===== src/rtl/alu8_pkg.sv =====
package alu8_pkg;

  typedef enum logic [3:0] {
    ALU_ADD = 4'd0,
    ALU_ADC = 4'd1,
    ALU_SUB = 4'd2,
    ALU_SBC = 4'd3,
    ALU_AND = 4'd4,
    ALU_OR  = 4'd5,
    ALU_XOR = 4'd6,
    ALU_INC = 4'd7,
    ALU_DEC = 4'd8
  } alu_op_e;

  localparam logic [3:0] OP_LAST = 4'd8;

  localparam int FLAG_W = 8;
  localparam int FB_C   = 0;
  localparam int FB_N   = 1;
  localparam int FB_PV  = 2;
  localparam int FB_X3  = 3;
  localparam int FB_H   = 4;
  localparam int FB_X5  = 5;
  localparam int FB_Z   = 6;
  localparam int FB_S   = 7;

endpackage


===== src/rtl/alu8_addsub.sv =====
module alu8_addsub #(
  parameter int DATA_W = 8
) (
  input  logic [DATA_W-1:0] a_i,
  input  logic [DATA_W-1:0] b_i,
  input  logic              cin_i,
  input  logic              sub_i,
  output logic [DATA_W-1:0] sum_o,
  output logic              cout_o,
  output logic              half_o,
  output logic              ovf_o
);
  localparam int MSB = DATA_W - 1;
  localparam int NIB = 4;

  logic [DATA_W:0]   ext_a;
  logic [DATA_W:0]   ext_b;
  logic [DATA_W:0]   ext_c;
  logic [DATA_W:0]   wide;
  logic [DATA_W-1:0] mix;
  logic              same_sign;
  logic              res_flip;

  always_comb begin
    ext_a = {1'b0, a_i};
    ext_b = {1'b0, b_i};
    ext_c = {{DATA_W{1'b0}}, cin_i};
    if (sub_i) wide = ext_a - ext_b - ext_c;
    else       wide = ext_a + ext_b + ext_c;
  end

  assign sum_o  = wide[MSB:0];
  assign cout_o = wide[DATA_W];

  // carry or borrow entering bit 4 shows up as a mismatch of the plain xor
  assign mix    = a_i ^ b_i ^ wide[MSB:0];
  assign half_o = mix[NIB];

  assign same_sign = ~(a_i[MSB] ^ b_i[MSB]);
  assign res_flip  = wide[MSB] ^ a_i[MSB];
  assign ovf_o     = sub_i ? (~same_sign & res_flip) : (same_sign & res_flip);

endmodule


===== src/rtl/alu8_logic.sv =====
module alu8_logic
  import alu8_pkg::*;
#(
  parameter int DATA_W = 8
) (
  input  alu_op_e           op_i,
  input  logic [DATA_W-1:0] a_i,
  input  logic [DATA_W-1:0] b_i,
  output logic [DATA_W-1:0] res_o,
  output logic              half_o
);
  always_comb begin
    res_o  = '0;
    half_o = 1'b0;
    case (op_i)
      ALU_AND: begin
        res_o  = a_i & b_i;
        half_o = 1'b1;
      end
      ALU_OR:  res_o = a_i | b_i;
      ALU_XOR: res_o = a_i ^ b_i;
      default: begin
        res_o  = '0;
        half_o = 1'b0;
      end
    endcase
  end

endmodule


===== src/rtl/alu8_core.sv =====
module alu8_core
  import alu8_pkg::*;
#(
  parameter int DATA_W = 8
) (
  input  logic [3:0]        op_i,
  input  logic [DATA_W-1:0] acc_i,
  input  logic [DATA_W-1:0] opnd_i,
  input  logic [FLAG_W-1:0] flags_i,
  output logic [DATA_W-1:0] res_o,
  output logic [FLAG_W-1:0] flags_o
);
  localparam int MSB = DATA_W - 1;
  localparam logic [DATA_W-1:0] ONE = {{(DATA_W-1){1'b0}}, 1'b1};

  alu_op_e           op;
  logic              known;
  logic              is_logic;
  logic              is_step;
  logic              do_sub;
  logic              use_cin;
  logic [DATA_W-1:0] as_a;
  logic [DATA_W-1:0] as_b;
  logic              as_cin;
  logic [DATA_W-1:0] as_sum;
  logic              as_cout;
  logic              as_half;
  logic              as_ovf;
  logic [DATA_W-1:0] lg_res;
  logic              lg_half;
  logic [DATA_W-1:0] pick;

  always_comb begin
    op       = alu_op_e'(op_i);
    known    = (op_i <= OP_LAST);
    is_logic = (op == ALU_AND) || (op == ALU_OR) || (op == ALU_XOR);
    is_step  = (op == ALU_INC) || (op == ALU_DEC);
    do_sub   = (op == ALU_SUB) || (op == ALU_SBC) || (op == ALU_DEC);
    use_cin  = (op == ALU_ADC) || (op == ALU_SBC);
    as_a     = is_step ? opnd_i : acc_i;
    as_b     = is_step ? ONE : opnd_i;
    as_cin   = use_cin & flags_i[FB_C];
  end

  alu8_addsub #(.DATA_W(DATA_W)) u_addsub (
    .a_i    (as_a),
    .b_i    (as_b),
    .cin_i  (as_cin),
    .sub_i  (do_sub),
    .sum_o  (as_sum),
    .cout_o (as_cout),
    .half_o (as_half),
    .ovf_o  (as_ovf)
  );

  alu8_logic #(.DATA_W(DATA_W)) u_logic (
    .op_i   (op),
    .a_i    (acc_i),
    .b_i    (opnd_i),
    .res_o  (lg_res),
    .half_o (lg_half)
  );

  always_comb begin
    pick = is_logic ? lg_res : as_sum;
    if (!known) begin
      res_o   = acc_i;
      flags_o = flags_i;
    end else begin
      res_o          = pick;
      flags_o[FB_C]  = is_logic ? 1'b0 : (is_step ? flags_i[FB_C] : as_cout);
      flags_o[FB_N]  = do_sub;
      flags_o[FB_PV] = is_logic ? ~^pick : as_ovf;
      flags_o[FB_X3] = pick[3];
      flags_o[FB_H]  = is_logic ? lg_half : as_half;
      flags_o[FB_X5] = pick[5];
      flags_o[FB_Z]  = (pick == '0);
      flags_o[FB_S]  = pick[MSB];
    end
  end

endmodule


===== src/rtl/alu8_flags_top.sv =====
module alu8_flags_top
  import alu8_pkg::*;
#(
  parameter int DATA_W = 8
) (
  input  logic              clk,
  input  logic              rst_n,
  input  logic              step_i,
  input  logic [3:0]        op_i,
  input  logic [DATA_W-1:0] acc_i,
  input  logic [DATA_W-1:0] opnd_i,
  input  logic [FLAG_W-1:0] flags_i,
  output logic [DATA_W-1:0] res_o,
  output logic [FLAG_W-1:0] flags_o
);
  localparam int SYNC_STAGES = 2;

  logic [SYNC_STAGES-1:0] rst_pipe;
  logic                   rst_int_n;
  logic [DATA_W-1:0]      core_res;
  logic [FLAG_W-1:0]      core_flags;
  logic [DATA_W-1:0]      res_d;
  logic [DATA_W-1:0]      res_q;
  logic [FLAG_W-1:0]      flags_d;
  logic [FLAG_W-1:0]      flags_q;

  // reset asserts at once, releases after SYNC_STAGES rising edges
  always_ff @(posedge clk or negedge rst_n) begin
    if (!rst_n) rst_pipe <= '0;
    else        rst_pipe <= {rst_pipe[SYNC_STAGES-2:0], 1'b1};
  end
  assign rst_int_n = rst_pipe[SYNC_STAGES-1];

  alu8_core #(.DATA_W(DATA_W)) u_core (
    .op_i    (op_i),
    .acc_i   (acc_i),
    .opnd_i  (opnd_i),
    .flags_i (flags_i),
    .res_o   (core_res),
    .flags_o (core_flags)
  );

  always_comb begin
    res_d   = res_q;
    flags_d = flags_q;
    if (step_i) begin
      res_d   = core_res;
      flags_d = core_flags;
    end
  end

  always_ff @(posedge clk or negedge rst_int_n) begin
    if (!rst_int_n) begin
      res_q   <= '0;
      flags_q <= '0;
    end else begin
      res_q   <= res_d;
      flags_q <= flags_d;
    end
  end

  assign res_o   = res_q;
  assign flags_o = flags_q;

endmodule


===== config.mk =====
export PLATFORM = sky130hd
export DESIGN_NAME = alu8_flags_top
export DESIGN_NICKNAME = d
export VERILOG_FILES = /design/src/rtl/alu8_pkg.sv /design/src/rtl/alu8_addsub.sv /design/src/rtl/alu8_logic.sv /design/src/rtl/alu8_core.sv /design/src/rtl/alu8_flags_top.sv
export SDC_FILE = /design/constraint.sdc
export NUM_CORES = 1
export LEC_CHECK = 0
export BUFFER_PORTS_ARGS = -buffer_cell sky130_fd_sc_hd__buf_2
export CORE_MARGIN = 2
export CORE_UTILIZATION = 35
export DETAILED_ROUTE_END_ITERATION = 8
export GPL_ROUTABILITY_DRIVEN = 0
export REMOVE_ABC_BUFFERS = 1
export SYNTH_ARGS = -nofsm -noshare
export SYNTH_HDL_FRONTEND = slang
export SYNTH_SLANG_ARGS = --single-unit

===== constraint.sdc =====
create_clock -name clk -period 0.8 [get_ports clk]
set_input_delay 0.16 -clock clk [delete_from_list [all_inputs] [get_ports clk]]
set_output_delay 0.16 -clock clk [all_outputs]
set_load 0.01 [all_outputs]

==> metrics.csv, run 1 <==
metric,value,unit
cp.required,0.93,ns
setup_viol,32,
synth_edf_count,0,
hp-class,in -> reg,
hpwlAfterDp,6.59,mm
syn_to_final_growth,76.1,%
grt_pass1_wl,15.2,mm
yosys_warnings,0,
cts-root-buf,clkbuf_8,
reg2reg_to,res_o[5]$_DFFE_PN0P_,
syn_area_per_cell,7.81,um^2
worst_setup_path_end_kind,register,
drtAntennaViolNets,0,
drt_pass1_iterations,4,
ys_seq_area_share,16.9,%
antenna_cells,0,
reg2reg_setup_slack,-0.12,ns
grt_max_degree,19,
via_count,3257,
core,7330,um^2
initial_core_util,36.4,%
slowest_stage,fa_2,
violations,setup timing,
yosysUniqueCellTypes,62,
fillers,562,
grtUsageTotal,22.3,%
cts_made_buffers,3,
tritoncts,done,
die_y,91.4,um
period_share,467,%
antenna_found_initial,0,
synth.top_cell.area_share,18.3,%
rsz0062_at_grt,yes,
crit_type,in -> reg,
die_w,91.4,um
fin_skew,0.00155,ns
dr.first_iter.drc_count,157,
crit_fanout,4,
holdWs,0.149,ns
fin_util,64.2,%
rr_startpoint,res_o[5]$_DFFE_PN0P_,
synth_top_cell_by_area,ha_1,
drt-total-wl,9.96,mm
period_needed,3.73,ns
fmax,268,MHz
drc_errors,0,
port_buffers,46,
syn-instance-count,342,
htree_levels,1,
path_cells,"buf_6, or2_4, o22ai_4, nor2_2, a21o_1, fa_2, inv_2, fa_2, nor2b_2, o31a_1, o21a_1, o21a_1, o311ai_2, nand2_1, ha_4, xnor2_2, xnor2_1, a221oi_1, a21oi_1",
placed_area,3750,um^2
worstSetupStartpoint,op_i[1],
cp_slowest_stage_delay,0.36,ns
critPathArrivalTime,3.87,ns
clockBufferDepth,2,
ff2ff_path_depth,3,
ys_ff_latch,18,
p_per_area,1430,nW/um^2
avgRoutedWirePerCell,16.1,um
maxSlewViolCount,0,
setup_tns,-33.70,ns
start_kind,primary input,
path_clk_slew,0.06,ns
routed_via_density,5.27,
synth.area.top_cells,"ha_1 (18%), dfrtp_1 (17%), inv_1 (5.5%)",
nets,594,
status,"finished, violations left",
clk_latency,0.25,ns
max_cap_viol_count,0,
ys_dominant_reg_cell,dfrtp_1,
crit_end,flags_o[2]$_DFFE_PN0P_,
overflow,0,
dp_slack,-3.27,ns
power_leakage,2.29,nW
netlist_area,2670,um^2
core.rowCount,31,
setup_ws,-2.93,ns
cts_sinks,18,
drive_gt1_share,55.9,%
ir_worst_vdd,654,uV
pin_count,47,
final_area,4700,um^2
grt_pass1_vias,3281,
postSynth.asyncResetShare,100,%
die-area,8350,um^2
hold_viol,0,
[power breakdown]
part	internal [mW]	total [mW]	leakage (nW)	switching, mW
registers	1.06	1.12	0.208	0.0679
logic	2.57	4.88	2.06	2.31
clock network	0.437	0.725	0.0288	0.288
total	4.06	6.73	2.29	2.67
[worst max-delay path, delay by kind of cell]
kind                     cells  cell delay, ns
AO/OA/AOI/OAI                8            1.90
adder cells (fa/ha/maj)      3            0.81
AND/OR/NAND/NOR              4            0.54
XOR/XNOR                     2            0.28
buffers and inverters        2            0.15
[worst min-delay path by stage]
stage | slack [ns] | start | depth (start not counted) | endpoint
floorplan | -0.14 | rst_n | 0 | rst_pipe[0]$_DFF_PN0_
global placement | -0.05 | rst_n | 1 | rst_pipe[1]$_DFF_PN0_
detailed placement | -0.05 | rst_n | 1 | rst_pipe[1]$_DFF_PN0_
CTS | 0.16 | flags_i[3] | 3 | flags_o[3]$_DFFE_PN0P_
global route | 0.17 | flags_i[7] | 3 | flags_o[7]$_DFFE_PN0P_
finish | 0.15 | flags_i[7] | 3 | flags_o[7]$_DFFE_PN0P_
[cell usage after synthesis, types with 2 or more instances]
| library cell | count |
|---|---|
| ha_1 | 39 |
| inv_1 | 39 |
| nor2_1 | 35 |
| nand2_1 | 27 |
| a21oi_1 | 19 |
| dfrtp_1 | 18 |
| o21ai_0 | 10 |
| o22ai_1 | 9 |
| a21o_1 | 8 |
| clkbuf_1 | 8 |
| mux2i_1 | 8 |
| o21ai_1 | 8 |
| xnor2_1 | 8 |
| a31oi_1 | 7 |
| o21a_1 | 6 |
| buf_2 | 5 |
| nand2b_1 | 5 |
| o211ai_1 | 5 |
| xor2_1 | 5 |
| buf_6 | 4 |
| fa_1 | 4 |
| nand3_1 | 4 |
| nor2b_1 | 4 |
| o22a_1 | 3 |
| or2_1 | 3 |
| or3_1 | 3 |
| a22o_1 | 2 |
| a22oi_1 | 2 |
| and3_1 | 2 |
| clkinv_1 | 2 |
| inv_2 | 2 |
| nand4_1 | 2 |
| nor3_1 | 2 |
| nor3b_1 | 2 |
| o221ai_1 | 2 |
| o311ai_1 | 2 |
| o31a_1 | 2 |
| o31ai_1 | 2 |
[routing by layer]
metal / part of all wire (%) / track usage [%] / vias to the layer above / routed length [um]
met4: 5.7 / 12.0 / 0 / 571
met3: 4.4 / 1.66 / 48 / 440
li1: - / - / 1551 / -
met1: 40 / 27.4 / 1537 / 3980
met2: 50 / 38.6 / 121 / 4970
met5: 0 / 0 / - / 0
[state kept, by name, summed over array words and instances (netlist names)]
register	count
flags_o	8
res_o	8
rst_pipe	2
[placed cells by master (no fill, tap or decap), drive strengths merged, types with 2 or more instances in the layout]
| cell type | Yosys | final |
|---|---|---|
| nor3 | 2 | 2 |
| mux2i | 8 | 8 |
| o31a | 2 | 2 |
| a21o | 8 | 8 |
| nand2 | 27 | 27 |
| nor2 | 36 | 36 |
| buf | 9 | 190 |
| a21oi | 20 | 20 |
| a22o | 2 | 2 |
| inv | 41 | 41 |
| a31oi | 7 | 7 |
| a221oi | 2 | 2 |
| nor3b | 2 | 2 |
| ha | 39 | 39 |
| a22oi | 2 | 2 |
| o221ai | 2 | 2 |
| xnor2 | 8 | 8 |
| nand2b | 5 | 5 |
| clkbuf | 9 | 4 |
| nand3 | 4 | 4 |
| o22a | 3 | 3 |
| dfrtp | 18 | 18 |
| xor2 | 5 | 5 |
| fa | 4 | 4 |
| nand4 | 2 | 2 |
| and3 | 2 | 2 |
| or3 | 3 | 3 |
| o211ai | 5 | 5 |
| or2 | 3 | 3 |
| clkinv | 2 | 2 |
| o22ai | 9 | 9 |
| o311ai | 2 | 2 |
| o21a | 7 | 7 |
| o21ai | 19 | 19 |
| nor2b | 4 | 4 |
| o31ai | 2 | 2 |
| a211oi | 2 | 2 |
[logic make-up after synthesis]
family,synth area share (%)
AND/OR/NAND/NOR,18.0
adder cells (fa/ha/maj),21.3
other,0.140
multiplexers,3.42
buffers and inverters,9.98
XOR/XNOR,4.26
flip-flops,16.9
AO/OA/AOI/OAI,26.1
[metrics by stage]
step / std cells / total power, mW
4_1_cts: 607 / 6.10
3_3_place_gp: 578 / 4.42
3_5_place_dp: 578 / 4.49
6_report: 618 / 6.73
2_1_floorplan: 324 / 2.97
5_1_grt: 618 / 7.13
[final cells by class]
cell class / count / area, um^2 / share of cell area [%]
tap: 99 / 124 / 2.63
timing repair buffer: 191 / 1410 / 30.0
sequential: 18 / 450 / 9.58
clock buffer: 4 / 55.1 / 1.17
multi-input combinational: 263 / 2500 / 53.1
inverter: 43 / 166 / 3.54
[repair_timing]
item / in CTS / in global routing
hold buffers: 1 / 0
endpoints found under the setup margin: 32 / 32
buffers inserted: 30 / 13
endpoints found under the hold margin: 2 / 0
pin swaps: 55 / 34
resized for setup: 92 / 35
cloned: 1 / 0
Power figures use the tool's default switching activity.
==> inputs of run 2 (changes only) <==
CELL_PAD_IN_SITES_DETAIL_PLACEMENT = 2   (was not set)
CELL_PAD_IN_SITES_GLOBAL_PLACEMENT = 2   (was not set)
CORE_ASPECT_RATIO = 0.6   (was not set)
CORE_UTILIZATION = 33   (was 35)
PLACE_DENSITY_LB_ADDON = 0.1   (was not set)
==> run 2 against run 1 <==
  * The flow now stops in clock tree synthesis (4_1_cts)
  * Synthesized cell count is the same
  * Area after synthesis stayed put
==> metrics.csv, run 2 <==
metric,value,unit,change
dp_cells,588,,+1.7%
lastStage,clock tree synthesis (4_1_cts),,
cts_sinks,18,,unchanged
yosys_warnings,0,,unchanged
pin_count,47,,unchanged
htree_levels,1,,unchanged
synth_top_cell_by_area,ha_1,,
synth_top_family_by_area,compound AO/OA/AOI/OAI gates,,
cts_resized,88,,-4.3%
ys_dominant_reg_cell,dfrtp_1,,
cts_made_buffers,3,,unchanged
ys_ff_latch,18,,unchanged
syn_area_per_cell,7.81,um^2,unchanged
synth_edf_count,0,,unchanged
yosys.area_share.simple,18.0,%,unchanged
port_buffers,46,,unchanged
postSynth.asyncResetShare,100,%,unchanged
synthAdderAreaFrac,21.3,%,unchanged
synth_compound_gate_area_share,26.1,%,unchanged
dp_slack,-3.57,ns,-0.297 ns
cts-root-buf,clkbuf_16,,
error_line,[ERROR DPL-0033] detailed placement checks failed during check placement.,,
die_w,120,um,+32%
synth.area.top_cells,"ha_1 (18%), dfrtp_1 (17%), inv_1 (5.5%)",,
cts_hold_buf,1,,unchanged
netlist_area,2670,um^2,unchanged
hpwlAfterDp,10.0,mm,+53%
cts_setup_buffers,26,,-13%
syn-instance-count,342,,unchanged
initial_core_util,34.0,%,-2.4 points
ys_seq_area_share,16.9,%,unchanged
synth.area.mux_share,3.42,%,unchanged
clockBufferDepth,2,,unchanged
yosysUniqueCellTypes,62,,unchanged
synth_xor_area_share,4.26,%,unchanged
status,did not finish,,
yosys-top-cells-count,"ha_1 (39), inv_1 (39), nor2_1 (35)",,
die_y,73.7,um,-19%
synth.top_cell.area_share,18.3,%,unchanged
core.rowCount,25,,-19%
## run 2: cells by family after synthesis
family | after synthesis
DFF | 18
muxes | 9
xor gates and xnor gates | 13
AOI/OAI and AO/OA | 99
other | 1
buffers and inverters | 61
and+or+nand+nor | 98
adders and majority gates | 43
## run 2: stage by stage
stage,util [%],instance area (um^2),TNS [ns]
3_3_place_gp,47.9,3760,-37.67
2_1_floorplan,-,2570,-38.69
3_5_place_dp,47.9,3760,-41.45
==> inputs of run 3 (changes only) <==
CELL_PAD_IN_SITES_DETAIL_PLACEMENT = not set   (was 2)
CELL_PAD_IN_SITES_GLOBAL_PLACEMENT = not set   (was 2)
CORE_ASPECT_RATIO = not set   (was 0.6)
CORE_UTILIZATION = 20   (was 33)
PLACE_DENSITY_LB_ADDON = 0.15   (was 0.1)
==> run 3 against run 2 <==
  * The flow now finishes, with violations (setup timing)
==> metrics.csv, run 3 (synthesis results as in run 1) <==
metric,value,unit,change
status,"finished, violations left",,
violations,setup timing,,
crit_type,in -> reg,,
final_area,4770,um^2,
fin_skew,0.00324,ns,
drt-total-wl,9.49,mm,
setup_viol,32,,
critPathArrivalTime,3.66,ns,
hold_depth,3,,
overflow,0,,
core,13100,um^2,
dr.first_iter.drc_count,115,,
rr_startpoint,res_o[1]$_DFFE_PN0P_,,
core.rowCount,42,,+68%
die_w,120,um,-0.48%
fin_cells,708,,
rsz0062_at_grt,yes,,
worst_setup_path_end_kind,register,,
fmax,283,MHz,
cp.required,0.92,ns,
cts_made_buffers,3,,unchanged
cts_sinks,18,,unchanged
reg2reg_to,res_o[1]$_DFFE_PN0P_,,
start_kind,primary input,,
grtUsageTotal,13.3,%,
ff2ff_path_depth,2,,
via_count,3013,,
max_cap_viol_count,0,,
drtAntennaViolNets,0,,
maxSlewViolCount,0,,
grt_pass1_wl,15.2,mm,
avgRoutedWirePerCell,13.4,um,
power_leakage,2.34,nW,
port_buffers,46,,unchanged
hp-class,in -> reg,,
final_cell_mix,"buf_4 (146), buf_2 (44), inv_1 (35)",,
worstSetupStartpoint,op_i[0],,
htree_levels,1,,unchanged
drt_pass1_iterations,4,,
clockBufferDepth,2,,unchanged
setup_tns,-32.12,ns,
min-delay-start,flags_i[7],,
crit_fanout,5,,
period_share,442,%,
syn_to_final_growth,78.5,%,
routed_via_density,4.26,,
nets,607,,
hold_viol,0,,
layout_commonest_cell,buf_4,,
antenna_cells,0,,
fillers,1364,,
period_needed,3.54,ns,
path_clk_slew,0.05,ns,
die_y,120,um,+62%
cts-root-buf,clkbuf_16,,
pin_count,47,,unchanged
die-area,14300,um^2,
tritoncts,done,,
p_per_area,1430,nW/um^2,
dp_slack,-3.28,ns,+0.289 ns
whs_endpoint,flags_o[7]$_DFFE_PN0P_,,
hpwlAfterDp,7.92,mm,-21%
dp_cells,675,,+15%
drc_errors,0,,
ir_worst_vdd,627,uV,
drive_gt1_share,53.2,%,
reg2reg_setup_slack,-0.07,ns,
grt_max_degree,17,,
clk_latency,0.25,ns,
setup_ws,-2.74,ns,
initial_core_util,20.3,%,-14 points
antenna_found_initial,0,,
placed_area,4010,um^2,+6.7%
grt_pass1_vias,3093,,
holdWs,0.172,ns,
## run 3: worst max-delay path by stage
stage	end	slack, ns	cells after the start
4_1_cts	flags_o[2]$_DFFE_PN0P_	-2.71	19
3_3_place_gp	flags_o[2]$_DFFE_PN0P_	-3.20	19
6_report	flags_o[2]$_DFFE_PN0P_	-2.74	20
2_1_floorplan	flags_o[2]$_DFFE_PN0P_	-3.42	18
3_5_place_dp	flags_o[2]$_DFFE_PN0P_	-3.28	19
5_1_grt	flags_o[2]$_DFFE_PN0P_	-2.92	20
## run 3: report_power, final
| part | switching [mW] | total [mW] | internal, mW | leakage (nW) |
|---|---|---|---|---|
| Sequential | 0.0632 | 1.12 | 1.06 | 0.208 |
| Clock | 0.340 | 1.10 | 0.761 | 0.0442 |
| Combinational | 2.06 | 4.59 | 2.53 | 2.09 |
| Total | 2.47 | 6.81 | 4.35 | 2.34 |
## run 3: layout make-up
type                            instances  area [um^2]  share of cell area, %
Inverter                               43          161                   3.39
Sequential cell                        18          450                   9.45
Timing Repair Buffer                  204         1500                   31.4
Tap cell                              176          220                   4.62
Multi-Input combinational cell        263         2350                   49.2
Clock buffer                            4         88.8                   1.86
## run 3: routing by layer
metal  routed length [um]  track usage, %  up-vias
li1                     -               -     1565
met1                 4300            16.8     1376
met2                 4680            24.0       62
met3                  322           0.760       10
met4                  186            4.41        0
met5                    0               0        -
## run 3: critical path, stage by stage
cell and delay (ns):
buf_12 0.11, or2_4 0.24, o22ai_4 0.23, buf_4 0.15, buf_6 0.10, nor2_1 0.04, a21o_1 0.18, ha_4 0.29
ha_4 0.22, and4_1 0.21, and2_1 0.15, o21ai_1 0.18, o31ai_2 0.14, o21ai_2 0.17, o211ai_1 0.13, ha_2 0.30
xnor2_1 0.13, xnor2_1 0.13, a221oi_1 0.31, a21oi_1 0.11
## run 3: what timing repair did
action / in CTS / in global routing
endpoints found under the hold margin: 2 / 0
endpoints found under the setup margin: 32 / 32
buffers inserted: 26 / 7
gates resized for setup: 73 / 21
gates cloned: 1 / 0
hold buffers: 1 / 0
pin swaps: 46 / 26
## run 3: through the flow
| stage | util, % | power, mW |
|---|---|---|
| 2_1_floorplan | - | 2.97 |
| 3_3_place_gp | 30.5 | 4.73 |
| 3_5_place_dp | 30.5 | 4.74 |
| 4_1_cts | 35.3 | 6.56 |
| 5_1_grt | 36.3 | 7.32 |
| 6_report | 36.3 | 6.81 |
==> inputs of run 4 (changes only) <==
PLACE_DENSITY_LB_ADDON = not set   (was 0.15)
==> run 4 against run 3 <==
  * The flow still finishes with violations (setup timing)
  * Clock-buffer cell count shrank 1
  * Clock skew shrank 0.0018 ns
  * Worst setup slack lost 0.0057 ns
  * Maximum frequency shrank 0.16%
  * Hold slack lost 0.014 ns
  * Critical path depth shrank 1
  * Core utilization shrank 1.6 points
  * Cell count shrank 3.4%
  * Routed wire length shrank 4.2%
  * Design area shrank 4.3%
  * Die area is the same
  * Clock power shrank 12%
==> metrics.csv, run 4 (synthesis results as in run 1) <==
metric,value,unit,change
p_int,4.09,mW,-5.9%
status,"finished, violations left",,
finalPower,6.55,mW,-3.9%
maxSlewViolCount,0,,unchanged
hpwlAfterDp,7.07,mm,-11%
grt_pass1_vias,3079,,-0.45%
start_kind,primary input,,
cp_top_family,compound AO/OA/AOI/OAI gates,,
reg2reg_to,res_o[1]$_DFFE_PN0P_,,
core,13100,um^2,unchanged
hold_depth,3,,unchanged
placed_area,3820,um^2,-4.8%
nets,584,,-3.8%
worst_setup_path_end_kind,register,,
die_w,120,um,unchanged
avgRoutedWirePerCell,13.3,um,-0.86%
cts-root-buf,clkbuf_16,,
fillers,1348,,-1.2%
clk_latency,0.25,ns,about the same
grt_pass1_wl,14.4,mm,-5.4%
drc_errors,0,,unchanged
pin_count,47,,unchanged
comb_power_share,67.9,%,+0.5 points
final_area,4560,um^2,-4.3%
antenna_cells,0,,unchanged
whs_endpoint,flags_o[7]$_DFFE_PN0P_,,
clockBufferDepth,2,,unchanged
cp_slowest_stage_delay,0.32,ns,about the same
ff2ff_path_depth,2,,unchanged
hold_viol,0,,unchanged
initial_core_util,20.3,%,unchanged
power_leakage,2.21,nW,-5.5%
cts_sinks,18,,unchanged
antenna_found_initial,0,,unchanged
path_clk_slew,0.05,ns,about the same
setup_ws,-2.74,ns,-0.00567 ns
crit_buf_inv,3,,unchanged
tritoncts,done,,
drtAntennaViolNets,0,,unchanged
port_buffers,46,,unchanged
p_per_area,1440,nW/um^2,+0.41%
routed_via_density,4.49,,+5.5%
violations,setup timing,,
clock_power_share,14.8,%,-1.4 points
fmax,282,MHz,-0.16%
path_cells,"buf_6, or2_4, o22ai_4, buf_4, buf_6, nor2_1, a21o_1, ha_1, nor2b_2, o31a_1, o21a_1, o21a_1, o311ai_2, nand2_1, ha_4, xnor2_2, xnor2_1, a221oi_2, a21oi_1",,
drive_gt1_share,50.4,%,-2.8 points
rr_startpoint,res_o[1]$_DFFE_PN0P_,,
die-area,14300,um^2,unchanged
overflow,0,,unchanged
dr.first_iter.drc_count,147,,+28%
htree_levels,1,,unchanged
critPathArrivalTime,3.67,ns,about the same
drt_pass1_iterations,4,,unchanged
p_switching,2.46,mW,-0.46%
sw_frac_of_total,37.5,%,+1.3 points
cts_made_buffers,3,,unchanged
min-delay-start,flags_i[7],,
crit_fanout,6,,+1
fin_skew,0.00140,ns,-0.00184 ns
rsz0062_at_grt,yes,,
grtUsageTotal,12.1,%,-1.2 points
hp-class,in -> reg,,
drt-total-wl,9.09,mm,-4.2%
final_cell_mix,"buf_4 (121), buf_2 (43), inv_1 (35)",,
setup_viol,32,,unchanged
crit_type,in -> reg,,
period_share,443,%,+0.71 points
via_count,3070,,+1.9%
grt_max_degree,19,,+2
seqPwrFrac,17.3,%,+0.9 points
fin_cells,684,,-3.4%
holdWs,0.158,ns,-0.0141 ns
max_cap_viol_count,0,,unchanged
layout_commonest_cell,buf_4,,
slowest_stage,ha_1,,
syn_to_final_growth,70.8,%,
reg2reg_setup_slack,-0.08,ns,about the same
core.rowCount,42,,unchanged
cp.required,0.93,ns,about the same
dp_cells,651,,-3.6%
die_y,120,um,unchanged
period_needed,3.54,ns,+0.00567 ns
ir_worst_vdd,647,uV,+3.2%
[run 4: stage by stage]
stage,worst slack (ns),util [%],TNS [ns]
finish,-2.74,34.7,-31.88
global route,-2.95,34.7,-34.54
CTS,-2.70,33.4,-32.06
detailed placement,-3.24,29.1,-37.94
global placement,-3.16,29.1,-36.68
floorplan,-3.42,-,-38.69
[run 4: worst max path at each step]
stage / endpoint / cells after the start / startpoint
after detailed placement: flags_o[2]$_DFFE_PN0P_ / 19 / op_i[1]
after global placement: flags_o[2]$_DFFE_PN0P_ / 19 / op_i[1]
final: flags_o[2]$_DFFE_PN0P_ / 19 / op_i[1]
after global routing: flags_o[2]$_DFFE_PN0P_ / 22 / op_i[1]
after floorplan: flags_o[2]$_DFFE_PN0P_ / 18 / op_i[1]
after CTS: flags_o[2]$_DFFE_PN0P_ / 19 / op_i[1]
[run 4: area by class of cell]
cell class	instances	area, um^2	share of cell area [%]
multi-input cells	263	2330	51.0
repair buffers	181	1330	29.1
flip-flops and latches	18	450	9.87
well taps	176	220	4.83
inverters	43	164	3.59
clock buffers	3	75.1	1.65
[run 4: worst register-to-register path, stage by stage (launching register included)]
cell and delay (ns):
dfrtp_1 0.38, buf_4 0.13, mux2_4 0.25
[run 4: timing repair]
item                                   4_1_cts  5_1_grt
setup endpoints to repair                   32       32
resized for setup                           59       31
pin swaps                                   45       31
setup buffers                               24       10
gates cloned                                 1        0
endpoints found under the hold margin        2        0
hold buffers                                 1        0
[run 4: power by group through the flow]
stage	Clock, mW	Sequential (mW)	Combinational (mW)
finish	0.972	1.13	4.44
global route	1.02	1.14	4.81
CTS	0.981	1.13	4.08
detailed placement	0	1.15	3.36
global placement	0	1.14	3.29
floorplan	0	1.22	1.75
[run 4: metal layers]
layer / vias to the layer above / GRT usage [%] / wire length, um
met3: 13 / 0.760 / 354
met4: 0 / 2.50 / 155
met2: 78 / 22.7 / 4590
met1: 1458 / 15.1 / 3990
li1: 1521 / - / -
met5: - / 0 / 0
